[src/rtl/pcs_pkg.sv]
package pcs_pkg;
  localparam int unsigned CODE_W = 3;
  localparam int unsigned CNT_W  = 4;

  // non-linear wait table for the lower selects
  function automatic logic [CNT_W-1:0] wait_full(input logic [CODE_W-1:0] code);
    logic [CNT_W-1:0] w;
    case (code)
      3'd0: w = 4'd0;
      3'd1: w = 4'd1;
      3'd2: w = 4'd2;
      3'd3: w = 4'd3;
      3'd4: w = 4'd5;
      3'd5: w = 4'd7;
      3'd6: w = 4'd9;
      default: w = 4'd15;
    endcase
    return w;
  endfunction
endpackage

[src/rtl/pcs_cfg_reg.sv]
module pcs_cfg_reg #(
  parameter int unsigned REG_W  = 16,
  parameter int unsigned BASE_W = 9
) (
  input  logic                       clk,
  input  logic                       rst_n,
  input  logic                       cfg_we,
  input  logic                       cfg_sel,
  input  logic [REG_W-1:0]           cfg_wdata,
  output logic [BASE_W-1:0]          base_o,
  output logic [pcs_pkg::CODE_W-1:0] code_o,
  output logic                       ign_rdy_o,
  output logic                       io_map_o,
  output logic                       enabled_o
);
  logic [BASE_W-1:0]          base_q, base_d;
  logic [pcs_pkg::CODE_W-1:0] code_q, code_d;
  logic                       ign_q, ign_d, io_q, io_d, en_q, en_d;
  logic                       main_we, mode_we;

  assign main_we = cfg_we && !cfg_sel;
  assign mode_we = cfg_we && cfg_sel;

  always_comb begin
    base_d = base_q;
    code_d = code_q;
    ign_d  = ign_q;
    io_d   = io_q;
    en_d   = en_q;
    if (main_we) begin
      base_d = cfg_wdata[REG_W-1 -: BASE_W];
      code_d = {cfg_wdata[3], cfg_wdata[1:0]};
      ign_d  = cfg_wdata[2];
      en_d   = 1'b1;
    end
    if (mode_we) io_d = cfg_wdata[0];
  end

  always_ff @(posedge clk or negedge rst_n) begin
    if (!rst_n) begin
      base_q <= '0;
      code_q <= '0;
      ign_q  <= 1'b0;
      io_q   <= 1'b0;
      en_q   <= 1'b0;
    end else begin
      base_q <= base_d;
      code_q <= code_d;
      ign_q  <= ign_d;
      io_q   <= io_d;
      en_q   <= en_d;
    end
  end

  assign base_o    = base_q;
  assign code_o    = code_q;
  assign ign_rdy_o = ign_q;
  assign io_map_o  = io_q;
  assign enabled_o = en_q;

  assert_write_arms_R1: assert property (@(posedge clk) disable iff (!rst_n)
    main_we |=> enabled_o);
  assert_arm_sticks_R1: assert property (@(posedge clk) disable iff (!rst_n)
    enabled_o |=> enabled_o);
endmodule

[src/rtl/pcs_addr_decode.sv]
module pcs_addr_decode #(
  parameter int unsigned ADDR_W  = 20,
  parameter int unsigned IO_W    = 16,
  parameter int unsigned WIN_W   = 8,
  parameter int unsigned NUM_SEL = 6,
  parameter int unsigned LOW_SEL = 4,
  parameter int unsigned BASE_W  = 9
) (
  input  logic               clk,
  input  logic               rst_n,
  input  logic [ADDR_W-1:0]  addr,
  input  logic               cyc_act,
  input  logic               io_cyc,
  input  logic [BASE_W-1:0]  base,
  input  logic               io_map,
  input  logic               enabled,
  output logic [NUM_SEL-1:0] sel_o,
  output logic               upper_o
);
  localparam int unsigned BLK_LSB = ADDR_W - BASE_W;
  localparam int unsigned SLOT_W  = BLK_LSB - WIN_W;
  localparam int unsigned IO_HI   = IO_W - BLK_LSB;

  logic [SLOT_W-1:0] slot;
  logic              mem_match, io_match, blk_hit;

  assign slot      = addr[BLK_LSB-1:WIN_W];
  assign mem_match = addr[ADDR_W-1:BLK_LSB] == base;
  assign io_match  = addr[IO_W-1:BLK_LSB] == base[IO_HI-1:0];
  assign blk_hit   = enabled && cyc_act && (io_cyc == io_map) &&
                     (io_map ? io_match : mem_match);

  for (genvar i = 0; i < NUM_SEL; i++) begin : g_win
    // one window is skipped between the lower and upper groups
    localparam int unsigned SLOT = (i < LOW_SEL) ? i : i + 1;
    assign sel_o[i] = blk_hit && (slot == SLOT_W'(SLOT));
  end

  assign upper_o = |sel_o[NUM_SEL-1:LOW_SEL];

  assert_one_select_R3: assert property (@(posedge clk) disable iff (!rst_n)
    $onehot0(sel_o));
  assert_strobe_gates_R6: assert property (@(posedge clk) disable iff (!rst_n)
    !cyc_act |-> (sel_o == '0));
  assert_unarmed_quiet_R1: assert property (@(posedge clk) disable iff (!rst_n)
    !enabled |-> (sel_o == '0));
endmodule

[src/rtl/pcs_wait_ctrl.sv]
module pcs_wait_ctrl (
  input  logic                       clk,
  input  logic                       rst_n,
  input  logic                       hit,
  input  logic                       upper,
  input  logic [pcs_pkg::CODE_W-1:0] code,
  input  logic                       ign_rdy,
  input  logic                       ext_rdy,
  output logic                       rdy_o
);
  import pcs_pkg::*;

  logic [CNT_W-1:0] waits, load_val, cnt_q, cnt_d;
  logic             act_q, start, rdy_ok, cnt_zero;

  assign waits    = upper ? {{(CNT_W-2){1'b0}}, code[1:0]} : wait_full(code);
  assign load_val = (waits == '0) ? '0 : waits - 1'b1;
  assign start    = hit && !act_q;
  assign rdy_ok   = ign_rdy || ext_rdy;
  assign cnt_zero = start ? (waits == '0) : (cnt_q == '0);

  always_comb begin
    cnt_d = cnt_q;
    if (start)              cnt_d = load_val;
    else if (cnt_q != '0)   cnt_d = cnt_q - 1'b1;
  end

  always_ff @(posedge clk or negedge rst_n) begin
    if (!rst_n) begin
      cnt_q <= '0;
      act_q <= 1'b0;
    end else begin
      cnt_q <= cnt_d;
      act_q <= hit;
    end
  end

  assign rdy_o = !hit || (cnt_zero && rdy_ok);

  assert_idle_ready_R6: assert property (@(posedge clk) disable iff (!rst_n)
    !hit |-> rdy_o);
  assert_count_holds_R7: assert property (@(posedge clk) disable iff (!rst_n)
    (hit && act_q && cnt_q != '0) |-> !rdy_o);
  assert_count_steps_R7: assert property (@(posedge clk) disable iff (!rst_n)
    (hit && act_q && cnt_q != '0) |=> (!hit || cnt_q == $past(cnt_q) - 1'b1));
  assert_ext_ignored_R9: assert property (@(posedge clk) disable iff (!rst_n)
    (hit && act_q && ign_rdy && cnt_q == '0) |-> rdy_o);
endmodule

[src/rtl/pcs_gen.sv]
module pcs_gen #(
  parameter int unsigned ADDR_W  = 20,
  parameter int unsigned IO_W    = 16,
  parameter int unsigned REG_W   = 16,
  parameter int unsigned WIN_W   = 8,
  parameter int unsigned NUM_SEL = 6,
  parameter int unsigned LOW_SEL = 4
) (
  input  logic               clk,
  input  logic               rst_n,
  input  logic               cfg_we,
  input  logic               cfg_sel,
  input  logic [REG_W-1:0]   cfg_wdata,
  input  logic [ADDR_W-1:0]  addr,
  input  logic               cyc_act,
  input  logic               io_cyc,
  input  logic               ext_rdy,
  output logic [NUM_SEL-1:0] pcs_n,
  output logic               rdy_o
);
  localparam int unsigned BLK_LSB = WIN_W + 3;
  localparam int unsigned BASE_W  = ADDR_W - BLK_LSB;

  logic [BASE_W-1:0]          base;
  logic [pcs_pkg::CODE_W-1:0] code;
  logic                       ign_rdy, io_map, enabled, upper;
  logic [NUM_SEL-1:0]         sel;

  pcs_cfg_reg #(.REG_W(REG_W), .BASE_W(BASE_W)) i_cfg (
    .clk(clk), .rst_n(rst_n), .cfg_we(cfg_we), .cfg_sel(cfg_sel),
    .cfg_wdata(cfg_wdata), .base_o(base), .code_o(code),
    .ign_rdy_o(ign_rdy), .io_map_o(io_map), .enabled_o(enabled));

  pcs_addr_decode #(.ADDR_W(ADDR_W), .IO_W(IO_W), .WIN_W(WIN_W),
    .NUM_SEL(NUM_SEL), .LOW_SEL(LOW_SEL), .BASE_W(BASE_W)) i_dec (
    .clk(clk), .rst_n(rst_n), .addr(addr), .cyc_act(cyc_act),
    .io_cyc(io_cyc), .base(base), .io_map(io_map), .enabled(enabled),
    .sel_o(sel), .upper_o(upper));

  pcs_wait_ctrl i_wait (
    .clk(clk), .rst_n(rst_n), .hit(|sel), .upper(upper), .code(code),
    .ign_rdy(ign_rdy), .ext_rdy(ext_rdy), .rdy_o(rdy_o));

  assign pcs_n = ~sel;
endmodule

[config.mk]
export PLATFORM = sky130hd
export DESIGN_NAME = pcs_gen
export DESIGN_NICKNAME = d
export VERILOG_FILES = /design/src/rtl/pcs_pkg.sv /design/src/rtl/pcs_cfg_reg.sv /design/src/rtl/pcs_addr_decode.sv /design/src/rtl/pcs_wait_ctrl.sv /design/src/rtl/pcs_gen.sv
export SDC_FILE = /design/constraint.sdc
export NUM_CORES = 1
export LEC_CHECK = 0
export ABC_CLOCK_PERIOD_IN_PS = 2200
export BUFFER_PORTS_ARGS = -buffer_cell sky130_fd_sc_hd__buf_2
export CORE_AREA = 2 2 47 71
export CTS_CLUSTER_DIAMETER = 100
export DETAILED_ROUTE_END_ITERATION = 12
export DIE_AREA = 0 0 49 73
export PLACE_DENSITY = 0.66
export SLEW_MARGIN = 40
export SYNTH_ARGS = -nofsm -noshare
export SYNTH_HDL_FRONTEND = slang
export SYNTH_SLANG_ARGS = --single-unit
[constraint.sdc]
create_clock -name clk -period 2.2 [get_ports clk]
set_clock_uncertainty 0.15 [all_clocks]
set_input_delay 0.11 -clock clk [delete_from_list [all_inputs] [get_ports clk]]
set_output_delay 0.11 -clock clk [all_outputs]
set_load 0.01 [all_outputs]
==> results.ini <==
[status]
status = complete, no violations

[global_routing]
busiest_layer = met2
grt_pass1_vias = 975
met2_usage = 0.2998
use_met3 = 0.01230
grt_max_degree = 21
grt_first_pass_wirelength_um = 4140
antenna_found_initial = 0
grt_overflow_total = 0
grtUsageMet1 = 0.1539
grt_usage = 0.1487

[sta]
min_period_ns = 2.184
finalWorstSetupSlack_ns = 0.01592
min_period_over_period = 0.9928
setup_violations = 0
rsz0062_at_grt = yes
slew_headroom = 0.6999
finalHoldViolCount = 0
tightest_slew_ns = 0.4501
drv_slew = 0
fmax_mhz = 457.9

[yosys]
yosysTopAreaCell = dfrtp_1
syn_area_um2 = 1132
synth_top_area_share = 0.4420
synthCells = 97
synth_nets = 141
synth-seq-cells = 20
yosys_warnings = 0
yosysUniqueCellTypes = 32
synth_area_leaders = dfrtp_1 (44%), mux2_2 (15%), xnor2_1 (4.6%), xor2_1 (4.6%), mux2i_1 (3.5%)
seq_area_frac_synth = 0.4420
avgSynthCellArea_um2 = 11.67

[routing]
wl_per_cell_um = 12.81
ant_nets = 0
drt_pass1_iterations = 3
drc = 0
via_per_inst = 4.887
totalWireLength_um = 2485
via_count = 948
drtIter0Drc = 20

[hold_path]
hp-class = in2reg
min_from = cfg_we
min_to = i_cfg.io_map_o$_DFFE_PN0P_
min_path_cells = 3

[flow_run]
maxCapViolCount = 0

[placed_design]
hpwl_um = 1879
dpl_cell_area_um2 = 1370
io_buffers = 38
globalplace.congestion = 0.8152
dp_slack_ns = 0.2716

[cts]
clock_path_buffers = 2
clock_latency_ns = 0.25
clock-sinks = 20
cts_tree = built
path_clk_slew_ns = 0.07
cts_buffers = 3
cts_max_level = 1
cts-root-buf = clkbuf_8

[worst_setup_path]
regToRegStartpoint = i_wait.cnt_q[0]$_DFFE_PN0P_
critPathRequiredTime_ns = 1.94
crit_type = reg2out
critPathMaxFanout = 4
r2r_cells = 5
timing.rr.end = i_wait.cnt_q[1]$_DFFE_PN0P_
reg2reg_slack_ns = 0.51
cp_data_arrival_time_ns = 1.92
critical_path.endpoint_type = output port
startpoint_type = flop

[floorplan]
start_util = 0.3732
die_h_um = 73
row_count = 25
dieArea_um2 = 3577
num_io_pins = 50
core_um2 = 3034
die_x_um = 49

[finish]
design_area_um2 = 1595
antenna_cells = 0
fin_nets = 199
final_layout_size_suffix_gt1_frac = 0.4481
syn_to_final_growth_pct = 40.88

[pwr]
p_leak_uw = 0.0007116
peakVddDrop_uv = 597.3
powerDensity_nw_per_um2 = 736.4

[cells in the mapped netlist]
cell type and instances:
nand2_1 3, a41o_2 1, nor3b_1 1, nor2b_1 3
inv_1 3, mux2i_1 4, clkbuf_1 2, xor2_1 6
a31o_2 1, a21oi_1 3, a21o_1 1, nand4b_1 3
or2_2 1, nor2_1 3, nand4_1 1, or4_1 1
ha_1 1, or4b_1 2, nor4_4 1, a41oi_1 2
and3_2 1, nand3_2 1, dfrtp_1 20, o21ai_0 2
mux2_2 15, nor3_1 2, buf_2 2, nor4_1 2
xnor2_1 6, nand2b_1 1, o211ai_1 1, nor3_4 1
[report_power, final]
| group | internal, uW | total (uW) | switching (uW) |
|---|---|---|---|
| Combinational | 228 | 391 | 164 |
| Clock | 159 | 277 | 118 |
| Sequential | 445 | 507 | 61.9 |
[state kept, by name, indices dropped and copies added, names as in the netlist]
name,count
i_cfg.code_o,3
i_cfg.io_map_o,1
i_wait.act_q,1
i_cfg.enabled_o,1
i_wait.cnt_q,4
i_cfg.ign_rdy_o,1
i_cfg.base_o,9
[cell type report]
class,instances,area (um2)
clock buffers,4,55.05
fillers,283,1439
inverters,3,11.26
multi-input cells,70,608.1
flip-flops and latches,20,500.5
well taps,40,50.05
repair buffers,57,370.4
[layer usage]
layer	up-vias	part of all wire	wire length (um)
li1	468	-	-
met2	19	0.61	1506
met5	-	0	0
met3	4	0.024	59
met1	457	0.35	881
met4	0	0.015	38
[through the flow]
| step | power, uW | util | std cells | setup TNS (ns) | hold slack, ns |
|---|---|---|---|---|---|
| detailed placement | 877.6 | 0.4515 | 173 | 0 | -0.06957 |
| CTS | 1172 | 0.5192 | 192 | 0 | 0.03988 |
| global route | 1261 | 0.5258 | 194 | -0.2247 | 0.04052 |
| finish | 1175 | 0.5258 | 194 | 0 | 0.03707 |
| floorplan | 780.6 | - | 97 | 0 | -0.3356 |
| global placement | 858.9 | 0.4515 | 173 | 0 | -0.06998 |
[cells by family after synthesis]
kind of cell / Yosys count / synth area share
xor+xnor: 12 / 0.09282
simple gates: 27 / 0.1757
buf+inv: 7 / 0.02542
mux: 19 / 0.1845
fa+ha+maj: 1 / 0.01105
compound gates: 11 / 0.06851
flops: 20 / 0.4420
[worst max-delay path: stages, from the launching register on]
cell     delay, ns
dfrtp_1       0.39
xor2_1        0.19
nor4_4        0.31
nand3_2       0.14
or4b_1        0.49
buf_2         0.16
[how the worst max path moves through the flow]
stage                     endpoint  depth (start not counted)  slack (ns)                        start
final                     pcs_n[2]                          5        0.02  i_cfg.base_o[4]$_DFFE_PN0P_
after floorplan           pcs_n[1]                          4        0.38   i_cfg.io_map_o$_DFFE_PN0P_
after global routing      pcs_n[2]                          5       -0.10  i_cfg.base_o[4]$_DFFE_PN0P_
after detailed placement  pcs_n[1]                          5        0.27   i_cfg.io_map_o$_DFFE_PN0P_
after CTS                 pcs_n[1]                          5        0.02  i_cfg.base_o[1]$_DFFE_PN0P_
after global placement    pcs_n[1]                          5        0.27   i_cfg.io_map_o$_DFFE_PN0P_
[repair_timing]
item | 4_1_cts | 5_1_grt
pin swaps | 1 | 1
hold buffers | 15 | 0
endpoints found under the setup margin | 2 | 4
cloned | 0 | 0
buffers inserted | 0 | 2
gates resized for setup | 0 | 1
hold endpoints to repair | 35 | 0
[cells in the final DEF, fill, tap and decap left out, types with 3 or more instances in the layout]
cell	instances
nand2_1	3
xnor2_1	6
nor2b_1	3
nor2_1	3
clkbuf_8	4
nand4b_1	3
mux2i_1	4
buf_4	4
buf_2	38
dfrtp_1	20
mux2_2	15
xor2_1	6
a21oi_1	3
inv_1	3
dlygate4sd3_1	15
No activity file was read; power rests on OpenSTA's default activity.
